[src/rtl/hdm_pkg.sv]
package hdm_pkg;

    localparam int WORD_W = 32;
    localparam int PORT_W = 8;
    localparam int COMMIT_BIT = 10;

    typedef enum logic [2:0] {
        SEL_BASE_LO = 3'd0,
        SEL_BASE_HI = 3'd1,
        SEL_SIZE_LO = 3'd2,
        SEL_SIZE_HI = 3'd3,
        SEL_CTRL    = 3'd4,
        SEL_TGT_LO  = 3'd5,
        SEL_TGT_HI  = 3'd6,
        SEL_CAP     = 3'd7
    } wsel_e;

    typedef struct packed {
        logic [WORD_W-1:0] tgt_hi;
        logic [WORD_W-1:0] tgt_lo;
        logic [WORD_W-1:0] ctrl;
        logic [WORD_W-1:0] size_hi;
        logic [WORD_W-1:0] size_lo;
        logic [WORD_W-1:0] base_hi;
        logic [WORD_W-1:0] base_lo;
    } dec_regs_t;

    // Encoded decoder count to number of decoders; 0 for unknown codes.
    function automatic logic [3:0] count_decode(input logic [3:0] enc);
        logic [3:0] n;
        case (enc)
            4'd0: n = 4'd1;
            4'd1: n = 4'd2;
            4'd2: n = 4'd4;
            4'd3: n = 4'd6;
            4'd4: n = 4'd8;
            default: n = 4'd0;
        endcase
        return n;
    endfunction

endpackage

[src/rtl/hdm_regfile.sv]
module hdm_regfile
    import hdm_pkg::*;
#(
    parameter int NUM_DEC = 8,
    localparam int IDX_W = (NUM_DEC > 1) ? $clog2(NUM_DEC) : 1
) (
    input  logic                       clk,
    input  logic                       rst_n,
    input  logic                       wr_en,
    input  logic [2:0]                 wr_idx,
    input  logic [2:0]                 wr_sel,
    input  logic [WORD_W-1:0]          wr_data,
    output dec_regs_t [NUM_DEC-1:0]    dec_regs,
    output logic [NUM_DEC-1:0]         dec_active
);

    typedef struct packed {
        dec_regs_t [NUM_DEC-1:0] dec;
        logic [WORD_W-1:0]       cap;
    } rf_state_t;

    rf_state_t st_d, st_q;
    logic [3:0] cnt;

    always_comb begin
        st_d = st_q;
        if (wr_en) begin
            if (wr_sel == SEL_CAP) begin
                st_d.cap = wr_data;
            end else if (32'(wr_idx) < NUM_DEC) begin
                case (wsel_e'(wr_sel))
                    SEL_BASE_LO: st_d.dec[wr_idx[IDX_W-1:0]].base_lo = wr_data;
                    SEL_BASE_HI: st_d.dec[wr_idx[IDX_W-1:0]].base_hi = wr_data;
                    SEL_SIZE_LO: st_d.dec[wr_idx[IDX_W-1:0]].size_lo = wr_data;
                    SEL_SIZE_HI: st_d.dec[wr_idx[IDX_W-1:0]].size_hi = wr_data;
                    SEL_CTRL:    st_d.dec[wr_idx[IDX_W-1:0]].ctrl    = wr_data;
                    SEL_TGT_LO:  st_d.dec[wr_idx[IDX_W-1:0]].tgt_lo  = wr_data;
                    SEL_TGT_HI:  st_d.dec[wr_idx[IDX_W-1:0]].tgt_hi  = wr_data;
                    default: ;
                endcase
            end
        end
    end

    always_ff @(posedge clk or negedge rst_n) begin
        if (!rst_n) st_q <= '0;
        else        st_q <= st_d;
    end

    assign dec_regs = st_q.dec;
    assign cnt      = count_decode(st_q.cap[3:0]);

    generate
        for (genvar i = 0; i < NUM_DEC; i++) begin : g_act
            assign dec_active[i] = (32'(i) < 32'(cnt));
        end
    endgenerate

    // an unknown count code leaves no decoder active
    assert_bad_count_R10: assert property (@(posedge clk) disable iff (!rst_n)
        (wr_en && wr_sel == 3'd7 && wr_data[3:0] > 4'd4) |=> (dec_active == '0));

endmodule

[src/rtl/hdm_range_match.sv]
module hdm_range_match
    import hdm_pkg::*;
#(
    parameter int NUM_DEC = 8,
    parameter int ADDR_W  = 64,
    localparam int GRAIN  = 28,
    localparam int CH_W   = ADDR_W - GRAIN
) (
    input  logic [ADDR_W-1:0]       addr,
    input  dec_regs_t [NUM_DEC-1:0] dec_regs,
    input  logic [NUM_DEC-1:0]      dec_active,
    output logic [NUM_DEC-1:0]      in_range
);

    logic [CH_W-1:0] a_ch;
    assign a_ch = addr[ADDR_W-1:GRAIN];

    generate
        for (genvar i = 0; i < NUM_DEC; i++) begin : g_cmp
            logic [63:0]     base_w, size_w;
            logic [CH_W-1:0] base_c, size_c;
            logic [CH_W:0]   lim_c;
            assign base_w = {dec_regs[i].base_hi, dec_regs[i].base_lo[31:GRAIN], 28'd0};
            assign size_w = {dec_regs[i].size_hi, dec_regs[i].size_lo[31:GRAIN], 28'd0};
            assign base_c = base_w[GRAIN +: CH_W];
            assign size_c = size_w[GRAIN +: CH_W];
            assign lim_c  = {1'b0, base_c} + {1'b0, size_c};
            assign in_range[i] = dec_active[i] && (a_ch >= base_c) && ({1'b0, a_ch} < lim_c);
        end
    endgenerate

endmodule

[src/rtl/hdm_port_pick.sv]
module hdm_port_pick
    import hdm_pkg::*;
#(
    parameter int NUM_DEC = 8,
    parameter int ADDR_W  = 64
) (
    input  logic [ADDR_W-1:0]       addr,
    input  dec_regs_t [NUM_DEC-1:0] dec_regs,
    input  logic [NUM_DEC-1:0]      in_range,
    output logic                    hit,
    output logic [PORT_W-1:0]       port
);

    dec_regs_t  win;
    logic       found;
    logic [3:0] ways;
    logic [2:0] pos;
    logic [ADDR_W-1:0] shifted;

    always_comb begin
        found = 1'b0;
        win   = '0;
        for (int i = 0; i < NUM_DEC; i++) begin
            if (!found && in_range[i]) begin
                found = 1'b1;
                win   = dec_regs[i];
            end
        end
        ways    = (win.ctrl[7:4] > 4'd3) ? 4'd3 : win.ctrl[7:4];
        shifted = addr >> (5'd8 + {1'b0, win.ctrl[3:0]});
        pos     = shifted[2:0] & 3'((4'd1 << ways) - 4'd1);
        hit     = found && win.ctrl[COMMIT_BIT];
        port    = '0;
        if (hit) begin
            if (!pos[2]) port = win.tgt_lo[{pos[1:0], 3'b000} +: PORT_W];
            else         port = win.tgt_hi[{pos[1:0], 3'b000} +: PORT_W];
        end
    end

endmodule

[src/rtl/hdm_route_lookup.sv]
module hdm_route_lookup
    import hdm_pkg::*;
#(
    parameter int NUM_DEC = 8,
    parameter int ADDR_W  = 64
) (
    input  logic              clk,
    input  logic              rst_n,
    input  logic              wr_en,
    input  logic [2:0]        wr_idx,
    input  logic [2:0]        wr_sel,
    input  logic [31:0]       wr_data,
    input  logic              lk_valid,
    input  logic [ADDR_W-1:0] lk_addr,
    output logic              res_valid,
    output logic              res_hit,
    output logic [7:0]        res_port
);

    typedef struct packed {
        logic              vld;
        logic              hit;
        logic [PORT_W-1:0] port;
    } res_t;

    dec_regs_t [NUM_DEC-1:0] dec_regs;
    logic [NUM_DEC-1:0]      dec_active;
    logic [NUM_DEC-1:0]      in_range;
    logic                    pick_hit;
    logic [PORT_W-1:0]       pick_port;
    res_t                    res_d, res_q;

    hdm_regfile #(.NUM_DEC(NUM_DEC)) u_regs (
        .clk(clk), .rst_n(rst_n), .wr_en(wr_en), .wr_idx(wr_idx),
        .wr_sel(wr_sel), .wr_data(wr_data),
        .dec_regs(dec_regs), .dec_active(dec_active)
    );

    hdm_range_match #(.NUM_DEC(NUM_DEC), .ADDR_W(ADDR_W)) u_match (
        .addr(lk_addr), .dec_regs(dec_regs), .dec_active(dec_active),
        .in_range(in_range)
    );

    hdm_port_pick #(.NUM_DEC(NUM_DEC), .ADDR_W(ADDR_W)) u_pick (
        .addr(lk_addr), .dec_regs(dec_regs), .in_range(in_range),
        .hit(pick_hit), .port(pick_port)
    );

    always_comb begin
        res_d = '0;
        if (lk_valid) begin
            res_d.vld  = 1'b1;
            res_d.hit  = pick_hit;
            res_d.port = pick_port;
        end
    end

    always_ff @(posedge clk or negedge rst_n) begin
        if (!rst_n) res_q <= '0;
        else        res_q <= res_d;
    end

    assign res_valid = res_q.vld;
    assign res_hit   = res_q.hit;
    assign res_port  = res_q.port;

    assert_valid_follows_R1: assert property (@(posedge clk) disable iff (!rst_n)
        lk_valid |=> res_valid);

    assert_idle_clear_R2: assert property (@(posedge clk) disable iff (!rst_n)
        !lk_valid |=> (!res_valid && !res_hit && res_port == '0));

    assert_hit_needs_match_R5: assert property (@(posedge clk) disable iff (!rst_n)
        (lk_valid && in_range == '0) |=> !res_hit);

endmodule

[config.mk]
export PLATFORM = sky130hd
export DESIGN_NAME = hdm_route_lookup
export DESIGN_NICKNAME = d
export VERILOG_FILES = /design/src/rtl/hdm_pkg.sv /design/src/rtl/hdm_regfile.sv /design/src/rtl/hdm_range_match.sv /design/src/rtl/hdm_port_pick.sv /design/src/rtl/hdm_route_lookup.sv
export SDC_FILE = /design/constraint.sdc
export NUM_CORES = 2
export LEC_CHECK = 0
export BUFFER_PORTS_ARGS = -buffer_cell sky130_fd_sc_hd__buf_2
export CAP_MARGIN = 15
export CORE_ASPECT_RATIO = 1.4
export CORE_MARGIN = 3
export CORE_UTILIZATION = 55
export DETAILED_ROUTE_END_ITERATION = 8
export PLACE_DENSITY = 0.76
export SLEW_MARGIN = 0
export SYNTH_ARGS = -nofsm -noshare
export SYNTH_HDL_FRONTEND = slang
export SYNTH_SLANG_ARGS = --single-unit
[constraint.sdc]
create_clock -name clk -period 9.1 [get_ports clk]
set_input_delay 1.82 -clock clk [delete_from_list [all_inputs] [get_ports clk]]
set_output_delay 1.82 -clock clk [all_outputs]
set_load 0.005 [all_outputs]
==> run metrics <==
most frequent cell after synthesis=dfrtp_1; Final Hold Violating Endpoints=0; number of cell rows=159; antenna viol nets, final=0; most frequent CP cell=buf_4; WS Path Type=flip-flop to flip-flop; Via Count=58000; CP max stage delay=420 ps; crit path DAT=10470 ps; global-route usage over all layers=30.3%; 1st-pass router iterations=7; Post-Route WL=215000 um; port bufs=105; clk buf depth=3; Vias/cell=6.26; CP max stage cell=a211oi_4; die height=442 um; worst hold path class=flip-flop to flip-flop; CTS Buf Count=118; vias in the first global route=61100; fin worst setup slack=-746 ps; number of enable flip-flop cells after synthesis=0; Yosys top cell by area=dfrtp_1; fin crit share=108%; Startpoint Class=flip-flop; area of the multi-input gates=0.0434 mm^2; dpl cells=8982; antenna violations before repair=13; worst hold stages=1; RSZ-0062 raised after global routing=yes; first-pass GRT wire length=332000 um; layout cell share with drive strength beyond 1=30.0%; synth cell count leaders=dfrtp_1, mux2_2, ha_1; dpl cell area=0.0809 mm^2; Synth Flop Type=dfrtp_1; Pwr per Cell Area=219 mW/mm^2; Max H-tree Level=3; fin nets=8349; 1st-iter DRT viols=3710; Mapped Area=0.0746 mm^2; Clock Latency Late Sink=740 ps; Final Skew=28.6 ps; WL/cell=23.2 um; max-cap violations=0; Syn Inst Count=6837; Final GP Congestion=0.945; Synth Register Bits=1174; clk sinks=1174; fmax=102 MHz; largest net degree at the start of global routing=191; Yosys cell types=94; Die ar.=0.140 mm^2; status=finished with violations; HPWL after DPL=150000 um; DR DRC count=0; area delta synth->final=15.5%; Required @ worst endpoint=9730 ps; slew at the pin closest to its max-slew limit=1170 ps; failing checks=setup timing; syn nets=7808; leakage=0.0424 uW; Mean Syn Cell Area=10.9 um^2; remaining global-route overflow=0; top cells by area, synth=dfrtp_1, mux2_2, ha_1; # fillers=10300; Core Region=0.134 mm^2; number of warnings issued by yosys=0; Non-Filler Instances=9258; post-synth top area share=39.4%; clock slew at reported path FFs=70 ps; Peak VDD IR=214 uV; Util after Layout=64.1%; setup TNS=-5590 ps; fin. max-slew vios=0; Slew headroom=22.2%; CTS tree=done; Tmin final=9850 ps; Seq/Total Area, Yosys=39.4%; Crit Path Max Fanout=7; DIE WIDTH=317 um; Worst Reg-to-Reg Cells=48; register area=0.0294 mm^2; # setup viols final=8; fin area=0.0862 mm^2; CTS Root Cell=clkbuf_16; Critical Path Sink Type=flip-flop; I/O Pins=116; Initial Util=55.5%; Async SR Flop Fraction=100%
==> cell families after synthesis <==
kind of cell    after synthesis  share of synthesized area, %
compound gates             1465                          13.4
flops                      1174                          39.4
buf+inv                     696                          3.61
fa+ha+maj                   865                          14.6
simple gates               1138                          7.41
mux                        1248                          18.7
xor+xnor                    251                          2.95
==> power by group <==
group,switching (uW),internal (uW),leakage [uW],total (uW)
logic,3860,3470,0.0248,7330
clock network,2170,3050,0.00201,5230
registers,441,5920,0.0156,6360
total,6470,12400,0.0424,18900
==> routing by layer <==
metal | GRT usage [%] | part of all wire (%) | up-vias
li1 | - | - | 26200
met2 | 53.1 | 50 | 1798
met1 | 34.3 | 38 | 29300
met3 | 4.15 | 5.1 | 687
met4 | 19.7 | 7.2 | 6
met5 | 0 | 0.012 | -
==> layout by cell type, fill, tap and decap left out, types with 92 or more instances in the layout <==
cell type	n
nor2_1	266
o21ai_0	217
mux2_2	1161
a21o_1	222
dfrtp_1	1174
buf_4	575
clkbuf_16	118
a221o_1	93
xor2_1	137
xnor2_1	113
a21oi_1	371
nand2_1	309
inv_1	393
nand4_1	92
ha_1	856
buf_2	104
==> repair_timing <==
action / 4_1_cts / 5_1_grt
pin swaps: 51 / 34
cloned: 1 / 0
hold buffers: 0 / 0
resized for setup: 132 / 32
setup buffers: 35 / 9
endpoints found under the setup margin: 8 / 8
==> metrics by stage <==
step	power, uW	worst slack, ps	hold WS [ps]
floorplan	10700	13.7	470
finish	18900	-746	504
detailed placement	13100	-1830	490
CTS	18800	-606	507
global placement	12800	-1580	479
global route	19900	-1140	510
==> final cells by class <==
cell class                 instances  share of cell area (%)
multi-input combinational       4967                    50.3
clock buffer                     159                    3.81
tap                             1771                    2.57
inverter                         394                    1.72
timing repair buffer             723                    6.49
antenna                           11                  0.0319
clock inverter                    59                    1.01
sequential                      1174                    34.1
==> worst max-delay path, delay by kind of cell, from the launching register on <==
| kind | cells | cell delay [ps] |
|---|---|---|
| flip-flops | 1 | 380 |
| AO/OA/AOI/OAI | 26 | 5240 |
| buffers and inverters | 9 | 1400 |
| multiplexers | 1 | 340 |
| adder cells (fa/ha/maj) | 3 | 790 |
| AND/OR/NAND/NOR | 7 | 1280 |
| XOR/XNOR | 2 | 290 |
==> worst paths after layout <==
path                                               to  slack [ps]
worst min-delay path                        flip-flop         500
worst max register to register  res_port[5]$_DFF_PN0_        -750
worst max-delay path            res_port[5]$_DFF_PN0_        -750
min in group asynchronous                   async pin        1120
worst min register to register              flip-flop         500
max in group asynchronous                   async pin        6040
No activity file was read; power rests on OpenSTA's default activity.
